$ cat config.mk
export PLATFORM = sky130hd
export DESIGN_NAME = dfl_ctrl_top
export DESIGN_NICKNAME = d
export VERILOG_FILES = /design/src/rtl/dfl_pkg.sv /design/src/rtl/dfl_timer.sv /design/src/rtl/dfl_regs.sv /design/src/rtl/dfl_array.sv /design/src/rtl/dfl_ctrl_top.sv
export SDC_FILE = /design/constraint.sdc
export NUM_CORES = 2
export LEC_CHECK = 0
export BUFFER_PORTS_ARGS = -buffer_cell sky130_fd_sc_hd__buf_2
export CORE_MARGIN = 3
export CORE_UTILIZATION = 37
export CTS_CLUSTER_SIZE = 30
export DETAILED_ROUTE_END_ITERATION = 10
export PLACE_DENSITY = 0.53
export SLEW_MARGIN = 10
export SYNTH_ARGS = -nofsm -noshare
export SYNTH_HDL_FRONTEND = slang
export SYNTH_HIERARCHICAL = 1
export SYNTH_SLANG_ARGS = --single-unit
$ cat constraint.sdc
create_clock -name clk -period 6.95 [get_ports clk]
set_input_delay 0.695 -clock clk [delete_from_list [all_inputs] [get_ports clk]]
set_output_delay 0.695 -clock clk [all_outputs]
set_load 0.01 [all_outputs]
$ cat src/rtl/dfl_pkg.sv
package dfl_pkg;
  typedef enum logic [1:0] {
    OP_IDLE  = 2'd0,
    OP_ERASE = 2'd1,
    OP_PROG  = 2'd2
  } dfl_op_e;

  localparam logic [1:0] SEL_ADDR = 2'd0;
  localparam logic [1:0] SEL_DATA = 2'd1;
  localparam logic [1:0] SEL_CMD  = 2'd2;

  localparam int CMD_ERASE_BIT = 7;
  localparam int CMD_PROG_BIT  = 6;
endpackage

$ cat src/rtl/dfl_timer.sv
module dfl_timer #(
  parameter int CNT_W = 20
) (
  input  logic             clk,
  input  logic             rst_n,
  input  logic             load,
  input  logic [CNT_W-1:0] load_val,
  input  logic             run,
  output logic             expired
);
  logic [CNT_W-1:0] cnt_q, cnt_d;

  always_comb begin
    cnt_d = cnt_q;
    if (load)
      cnt_d = load_val;
    else if (run && (cnt_q != '0))
      cnt_d = cnt_q - 1'b1;
  end

  always_ff @(posedge clk or negedge rst_n) begin
    if (!rst_n)
      cnt_q <= '0;
    else
      cnt_q <= cnt_d;
  end

  assign expired = run && (cnt_q == '0);
endmodule

$ cat src/rtl/dfl_regs.sv
module dfl_regs
  import dfl_pkg::*;
(
  input  logic       clk,
  input  logic       rst_n,
  input  logic       reg_wr_en,
  input  logic [1:0] reg_sel,
  input  logic [7:0] reg_wdata,
  input  logic       op_done,
  output dfl_op_e    op,
  output logic       op_start,
  output logic [7:0] opnd_addr,
  output logic [7:0] opnd_data
);
  dfl_op_e    op_q, op_d;
  logic [7:0] addr_q, addr_d;
  logic [7:0] data_q, data_d;
  logic       idle;
  logic       cmd_wr;

  assign idle   = (op_q == OP_IDLE);
  assign cmd_wr = reg_wr_en && idle && (reg_sel == SEL_CMD) &&
                  (reg_wdata[CMD_ERASE_BIT] || reg_wdata[CMD_PROG_BIT]);

  always_comb begin
    op_d   = op_q;
    addr_d = addr_q;
    data_d = data_q;
    if (reg_wr_en && idle && (reg_sel == SEL_ADDR))
      addr_d = reg_wdata;
    if (reg_wr_en && idle && (reg_sel == SEL_DATA))
      data_d = reg_wdata;
    if (cmd_wr)
      op_d = reg_wdata[CMD_ERASE_BIT] ? OP_ERASE : OP_PROG;
    else if (op_done)
      op_d = OP_IDLE;
  end

  always_ff @(posedge clk or negedge rst_n) begin
    if (!rst_n) begin
      op_q   <= OP_IDLE;
      addr_q <= '0;
      data_q <= '0;
    end else begin
      op_q   <= op_d;
      addr_q <= addr_d;
      data_q <= data_d;
    end
  end

  assign op        = op_q;
  assign op_start  = cmd_wr;
  assign opnd_addr = addr_q;
  assign opnd_data = data_q;
endmodule

$ cat src/rtl/dfl_array.sv
module dfl_array
  import dfl_pkg::*;
#(
  parameter int PAGES      = 4,
  parameter int PAGE_BYTES = 64
) (
  input  logic                                       clk,
  input  logic                                       rst_n,
  input  logic                                       commit,
  input  dfl_op_e                                    op,
  input  logic [$clog2(PAGES*PAGE_BYTES)-1:0]        tgt_idx,
  input  logic [7:0]                                 tgt_data,
  input  logic [$clog2(PAGES*PAGE_BYTES)-1:0]        rd_idx,
  output logic [7:0]                                 rd_data
);
  localparam int BYTES = PAGES * PAGE_BYTES;
  localparam int IDX_W = $clog2(BYTES);
  localparam int OFF_W = $clog2(PAGE_BYTES);

  logic [7:0] mem_q [BYTES];

  for (genvar b = 0; b < BYTES; b++) begin : g_byte
    logic [7:0] byte_d;
    logic       page_sel;
    logic       byte_sel;
    localparam logic [IDX_W-1:0] MY_IDX = IDX_W'(b);

    assign page_sel = (tgt_idx[IDX_W-1:OFF_W] == MY_IDX[IDX_W-1:OFF_W]);
    assign byte_sel = (tgt_idx == MY_IDX);

    always_comb begin
      byte_d = mem_q[b];
      if (commit && (op == OP_ERASE) && page_sel)
        byte_d = 8'hFF;
      else if (commit && (op == OP_PROG) && byte_sel)
        byte_d = mem_q[b] & tgt_data;
    end

    always_ff @(posedge clk or negedge rst_n) begin
      if (!rst_n)
        mem_q[b] <= 8'hFF;
      else
        mem_q[b] <= byte_d;
    end
  end

  assign rd_data = mem_q[rd_idx];
endmodule

$ cat src/rtl/dfl_ctrl_top.sv
module dfl_ctrl_top
  import dfl_pkg::*;
#(
  parameter int          PAGES        = 4,
  parameter int          PAGE_BYTES   = 64,
  parameter int          ADDR_W       = 16,
  parameter logic [15:0] WIN_BASE     = 16'hFC00,
  parameter int          ERASE_CYCLES = 625000,
  parameter int          PROG_CYCLES  = 6250
) (
  input  logic              clk,
  input  logic              rst_n,
  input  logic              reg_wr_en,
  input  logic [1:0]        reg_sel,
  input  logic [7:0]        reg_wdata,
  output logic [7:0]        ctrl_rdata,
  input  logic [ADDR_W-1:0] code_addr,
  output logic [7:0]        code_rdata,
  output logic              win_hit,
  output logic              cpu_hold
);
  localparam int BYTES   = PAGES * PAGE_BYTES;
  localparam int IDX_W   = $clog2(BYTES);
  localparam int MAX_CYC = (ERASE_CYCLES > PROG_CYCLES) ? ERASE_CYCLES : PROG_CYCLES;
  localparam int CNT_W   = $clog2(MAX_CYC + 1);
  localparam logic [ADDR_W:0] WIN_LO = (ADDR_W+1)'(WIN_BASE);
  localparam logic [ADDR_W:0] WIN_HI = (ADDR_W+1)'(WIN_BASE) + (ADDR_W+1)'(BYTES);

  dfl_op_e          op;
  logic             op_start;
  logic             op_done;
  logic             busy;
  logic [7:0]       opnd_addr;
  logic [7:0]       opnd_data;
  logic [CNT_W-1:0] load_val;
  logic [7:0]       arr_rdata;
  logic [ADDR_W:0]  addr_ext;

  dfl_regs u_regs (
    .clk       (clk),
    .rst_n     (rst_n),
    .reg_wr_en (reg_wr_en),
    .reg_sel   (reg_sel),
    .reg_wdata (reg_wdata),
    .op_done   (op_done),
    .op        (op),
    .op_start  (op_start),
    .opnd_addr (opnd_addr),
    .opnd_data (opnd_data)
  );

  assign busy     = (op != OP_IDLE);
  assign load_val = reg_wdata[CMD_ERASE_BIT] ? CNT_W'(ERASE_CYCLES - 1)
                                              : CNT_W'(PROG_CYCLES - 1);

  dfl_timer #(.CNT_W(CNT_W)) u_timer (
    .clk      (clk),
    .rst_n    (rst_n),
    .load     (op_start),
    .load_val (load_val),
    .run      (busy),
    .expired  (op_done)
  );

  dfl_array #(.PAGES(PAGES), .PAGE_BYTES(PAGE_BYTES)) u_array (
    .clk      (clk),
    .rst_n    (rst_n),
    .commit   (op_done),
    .op       (op),
    .tgt_idx  (opnd_addr[IDX_W-1:0]),
    .tgt_data (opnd_data),
    .rd_idx   (code_addr[IDX_W-1:0]),
    .rd_data  (arr_rdata)
  );

  assign addr_ext   = {1'b0, code_addr};
  assign win_hit    = (addr_ext >= WIN_LO) && (addr_ext < WIN_HI);
  assign code_rdata = win_hit ? arr_rdata : 8'h00;
  assign cpu_hold   = busy;
  assign ctrl_rdata = {op == OP_ERASE, op == OP_PROG, 6'b0};
endmodule

==> tab_implementation.tex <==
\begin{tabular}{lr}
\hline
Metric & Value \\
\hline
\multicolumn{2}{l}{\textbf{Outcome}} \\
Outcome & finished clean \\
\multicolumn{2}{l}{\textbf{Placed design}} \\
Port bufs & 40 \\
Post-DP HPWL & 182 mm \\
Final GP Congestion & 0.855 \\
\multicolumn{2}{l}{\textbf{Critical path}} \\
Logic depth of the worst path, buffers included & 13 \\
Required time at the endpoint of the critical path & 6.25 ns \\
Critical path buffer and inverter count & 6 \\
Maximum cell stage delay along the critical path & 0.97 ns \\
Data arrival time of the worst path & 5.87 ns \\
Family of cells with the greatest summed delay on the critical path & simple AND/OR/NAND/NOR gates \\
Kind of launch point of the worst setup path & input pin \\
Start-to-end type of the worst setup path & in -> out \\
Maximum fanout count along the critical path & 40 \\
FF-to-FF path depth & 10 \\
Ordered cell list for the critical path & buf\_2, buf\_4, nand2b\_2, o221ai\_1, a21oi\_1, nor3\_1, a211oi\_1, buf\_4, nor4\_1, buf\_4, inv\_1, nor3\_2, buf\_2 \\
Most common cell on crit path & sky130\_fd\_sc\_hd\_\_buf\_4 \\
Crit path max-delay cell type & sky130\_fd\_sc\_hd\_\_nor4\_1 \\
Endpoint kind of the worst setup timing path & primary output \\
\multicolumn{2}{l}{\textbf{Global routing}} \\
Antenna violations before repair & 6 \\
Total congestion overflow & 0 \\
Pin count of the biggest net entering global routing & 241 \\
Vias in the first global route & 68,500 \\
Global-route wire length before repair & 459 mm \\
Tot GR Track Use & 23.0\% \\
\multicolumn{2}{l}{\textbf{Die}} \\
Number of top-level pins & 47 \\
Placement row count & 184 \\
Die height & 510 um \\
Total core area & 252,000 sq um \\
Initial core utilization & 37.3\% \\
Die Width & 510 um \\
Area of the die & 260,000 sq um \\
\multicolumn{2}{l}{\textbf{Clock network}} \\
Number of buffers between clock root and the deepest sink & 3 \\
Clock-pin slew of the registers on the worst-case setup and hold paths & 0.06 ns \\
Clock latency reported for the late side of the worst-skew pair & 0.85 ns \\
CTS-repair resized insts & 0 \\
CTS Sinks & 2,086 \\
Post-CTS setup-driven buffer insertion count & 0 \\
Number of buffers inserted during clock tree synthesis & 221 \\
Number of buffers added to fix hold violations after cts & 0 \\
H-tree levels & 4 \\
CTS root buf & sky130\_fd\_sc\_hd\_\_clkbuf\_16 \\
TritonCTS clock tree & yes \\
\multicolumn{2}{l}{\textbf{Routing}} \\
Total wire length & 302 mm \\
Routed WL per cell & 25.5 um \\
Antenna-violating nets left & 0 \\
Mean number of vias per cell & 5.78 \\
Starting DRT DRC Count & 6,701 \\
Via count of the routed design & 68,500 \\
Number of remaining DRC errors & 0 \\
Number of detailed-routing iterations run before antenna repair & 6 \\
\multicolumn{2}{l}{\textbf{Synthesis}} \\
Sequential fraction of the synthesis area & 58.3\% \\
Warnings, synthesis & 6 \\
Fraction of the mapped netlist area in adder cells & 0.0267\% \\
Count of flip-flops with a built-in enable after synthesis & 0 \\
Flop and latch count out of synthesis & 2,086 \\
Combinational family with the most area after synthesis & compound AO/OA/AOI/OAI gates \\
Portion of netlist area occupied by mux cells & 12.4\% \\
Compound-cell area share of the yosys netlist & 14.4\% \\
Area fraction in and, or, nand and nor cells after synthesis & 11.1\% \\
Netlist cell types & 81 \\
Post-synthesis instance area & 93,900 sq um \\
Top flip-flop cell by instance count after synthesis & sky130\_fd\_sc\_hd\_\_dfstp\_2 \\
Count of mapped cells out of synthesis & 8,561 \\
Async set or reset register ratio after synthesis & 100\% \\
Mean instance size in the synthesized netlist & 11.0 sq um \\
Post-synthesis xor/xnor area fraction & 0.159\% \\
\multicolumn{2}{l}{\textbf{Power and ir drop}} \\
Power density of the placed cells & 247 nW/um\^{}2 \\
Largest voltage drop on the vdd net & 0.265 mV \\
Static leakage power & 48.9 nW \\
\multicolumn{2}{l}{\textbf{STA}} \\
Total count of hold-check failures in the final report & 0 \\
Worst slew slack as a fraction of its limit & 14.1\% \\
Unrepaired setup endpoints after global routing & false \\
Final worst clock skew & 0.0363 ns \\
Worst Max-Slew Pin Slew & 1.29 ns \\
Peak clock frequency supported by timing & 152 MHz \\
Fin crit share & 94.5\% \\
Min Clock Period, post-route & 6.57 ns \\
Setup violations, final & 0 \\
Pins Over Slew Limit & 0 \\
Accumulated negative setup slack & 0 ns \\
\multicolumn{2}{l}{\textbf{Cells and area}} \\
Combined area of the multi-input logic cells & 36,000 sq um \\
End-of-flow core utilization & 41.6\% \\
Growth of design area from synthesis to finish & 11.5\% \\
FF+latch area & 54,800 sq um \\
Fraction of final layout cells with drive strength greater than 1 & 36.7\% \\
Nets & 8,339 \\
Number of fill cells in the layout & 24,000 \\
\multicolumn{2}{l}{\textbf{Worst hold path}} \\
Number of stages on the worst hold path & 2 \\
HP Class & in -> reg \\
\multicolumn{2}{l}{\textbf{Flow run}} \\
Max-capacitance violation count & 0 \\
\hline
\end{tabular}
synthesized netlist by cell type (all sizes together) (8+ instances only):
master / count / area share [%]
inv: 17 / 0.068
a221oi: 34 / 0.34
nand2: 2351 / 9.4
mux2: 20 / 0.24
and2: 8 / 0.053
mux4: 416 / 10
o221ai: 40 / 0.39
clkbuf: 525 / 2.1
buf: 171 / 1.5
dfrtp: 38 / 1.0
nand4: 15 / 0.12
nand2b: 25 / 0.17
o211ai: 10 / 0.085
nor3: 61 / 0.38
mux2i: 193 / 2.1
o32ai: 10 / 0.10
nor2b: 13 / 0.087
nor4: 15 / 0.13
o22ai: 49 / 0.33
xor2: 12 / 0.11
a21oi: 81 / 0.43
a211oi: 19 / 0.15
a22o: 31 / 0.29
a31oi: 13 / 0.087
o21ai: 2080 / 11
nand3: 17 / 0.091
or2: 8 / 0.053
a22oi: 122 / 0.98
dfstp: 2048 / 57
nor2: 63 / 0.25
area by class of cell:
class / count / area share (%)
flip-flops and latches: 2086 / 52.3
clock buffers: 313 / 6.22
inverters: 19 / 0.0681
diodes: 5 / 0.0119
clock inverters: 97 / 1.17
repair buffers: 204 / 1.82
multi-input cells: 5776 / 34.4
well taps: 3348 / 4.00
registers in the layout, indices dropped and copies added (netlist names):
signal	flops
u_regs/opnd_addr	8
u_timer/cnt_q	20
u_array/mem_q	2048
u_regs/opnd_data	8
u_regs/op	2
placed cells by master, fill, tap and decap left out, types with 9 or more instances in the layout:
master,synthesis,final
sky130_fd_sc_hd__a211oi_1,19,19
sky130_fd_sc_hd__clkinv_2,0,54
sky130_fd_sc_hd__inv_1,17,17
sky130_fd_sc_hd__conb_1,2,18
sky130_fd_sc_hd__a221oi_1,31,31
sky130_fd_sc_hd__mux2i_1,193,193
sky130_fd_sc_hd__xor2_1,12,12
sky130_fd_sc_hd__o21ai_0,2072,2072
sky130_fd_sc_hd__buf_4,39,130
sky130_fd_sc_hd__mux4_1,33,33
sky130_fd_sc_hd__clkbuf_8,0,55
sky130_fd_sc_hd__a21oi_1,81,81
sky130_fd_sc_hd__a22o_1,31,31
sky130_fd_sc_hd__o32ai_1,9,9
sky130_fd_sc_hd__clkbuf_16,0,225
sky130_fd_sc_hd__nor3_1,50,41
sky130_fd_sc_hd__a22oi_1,122,122
sky130_fd_sc_hd__dfrtp_1,38,30
sky130_fd_sc_hd__nor2b_1,13,9
sky130_fd_sc_hd__buf_2,68,36
sky130_fd_sc_hd__nand2_1,2350,2348
sky130_fd_sc_hd__clkbuf_1,525,33
sky130_fd_sc_hd__nor4_1,12,10
sky130_fd_sc_hd__buf_12,14,36
sky130_fd_sc_hd__o22ai_1,49,49
sky130_fd_sc_hd__o221ai_1,38,38
sky130_fd_sc_hd__nand3_1,17,16
sky130_fd_sc_hd__nor2_1,63,48
sky130_fd_sc_hd__bufinv_16,0,24
sky130_fd_sc_hd__dfstp_2,2048,2048
sky130_fd_sc_hd__nand4_1,13,13
sky130_fd_sc_hd__o211ai_1,9,9
sky130_fd_sc_hd__mux2_2,20,20
sky130_fd_sc_hd__nand2b_1,25,23
sky130_fd_sc_hd__nor3_2,11,18
sky130_fd_sc_hd__mux4_2,383,383
sky130_fd_sc_hd__nor2_4,0,14
sky130_fd_sc_hd__a31oi_1,13,13
worst reg2reg max path, cell delays in order, from the launching register on:
cell and delay, ns:
sky130_fd_sc_hd__dfrtp_1 0.41, sky130_fd_sc_hd__or4_4 0.59, sky130_fd_sc_hd__nor2_1 0.39, sky130_fd_sc_hd__and3_1 0.38
sky130_fd_sc_hd__nand2_1 0.09, sky130_fd_sc_hd__or4_1 0.63, sky130_fd_sc_hd__nor3_4 0.84, sky130_fd_sc_hd__buf_4 0.38
sky130_fd_sc_hd__nand2_1 0.33, sky130_fd_sc_hd__o21ai_0 0.32, sky130_fd_sc_hd__nand2_1 0.08
report_power, final:
| group | switching, mW | total, mW | internal (mW) |
|---|---|---|---|
| clock | 5.07 | 12.5 | 7.40 |
| sequential | 0.0571 | 12.3 | 12.2 |
| combinational | 0.820 | 1.10 | 0.276 |
| total | 5.95 | 25.9 | 19.9 |
cells by family after synthesis:
group / Yosys count
fa+ha+maj: 2
xor+xnor: 17
compound gates: 2502
flops: 2086
mux: 629
simple gates: 2608
buf+inv: 715
other cells: 2
per-stage QoR:
| stage | worst slack [ns] | cell area (sq um) | power (mW) | cells | hold WS, ns |
|---|---|---|---|---|---|
| detailed placement | 0.356 | 97000 | 13.6 | 11400 | 0.467 |
| CTS | 0.355 | 105000 | 26.2 | 11800 | 0.0456 |
| finish | 0.380 | 105000 | 25.9 | 11800 | 0.110 |
| global placement | 0.347 | 97000 | 13.6 | 11400 | 0.461 |
| floorplan | 3.63 | 94000 | 13.0 | 8577 | 0.399 |
| global route | 0.383 | 105000 | 26.8 | 11800 | 0.0818 |
worst paths after layout:
check	from	slack [ns]	to
worst min register to register	u_array/mem_q[176]	0.47	u_array/mem_q[176]
worst max-delay path	code_addr[2]	0.38	code_rdata[6]
max in group asynchronous	rst_n	5.21	u_array/mem_q[1825]
worst min-delay path	reg_wdata[0]	0.11	u_regs/opnd_data[0]
worst max register to register	u_timer/cnt_q[6]	2.34	u_array/mem_q[1021]
min in group asynchronous	rst_n	0.18	u_array/mem_q[1507]
metal layers:
layer | part of all wire, % | track usage, % | vias up
met5 | 0.0043 | 0 | -
met1 | 44 | 32.7 | 36200
met2 | 47 | 36.2 | 2257
li1 | - | - | 29500
met3 | 5.9 | 3.54 | 512
met4 | 3.6 | 7.63 | 2
Power figures use the tool's default switching activity.
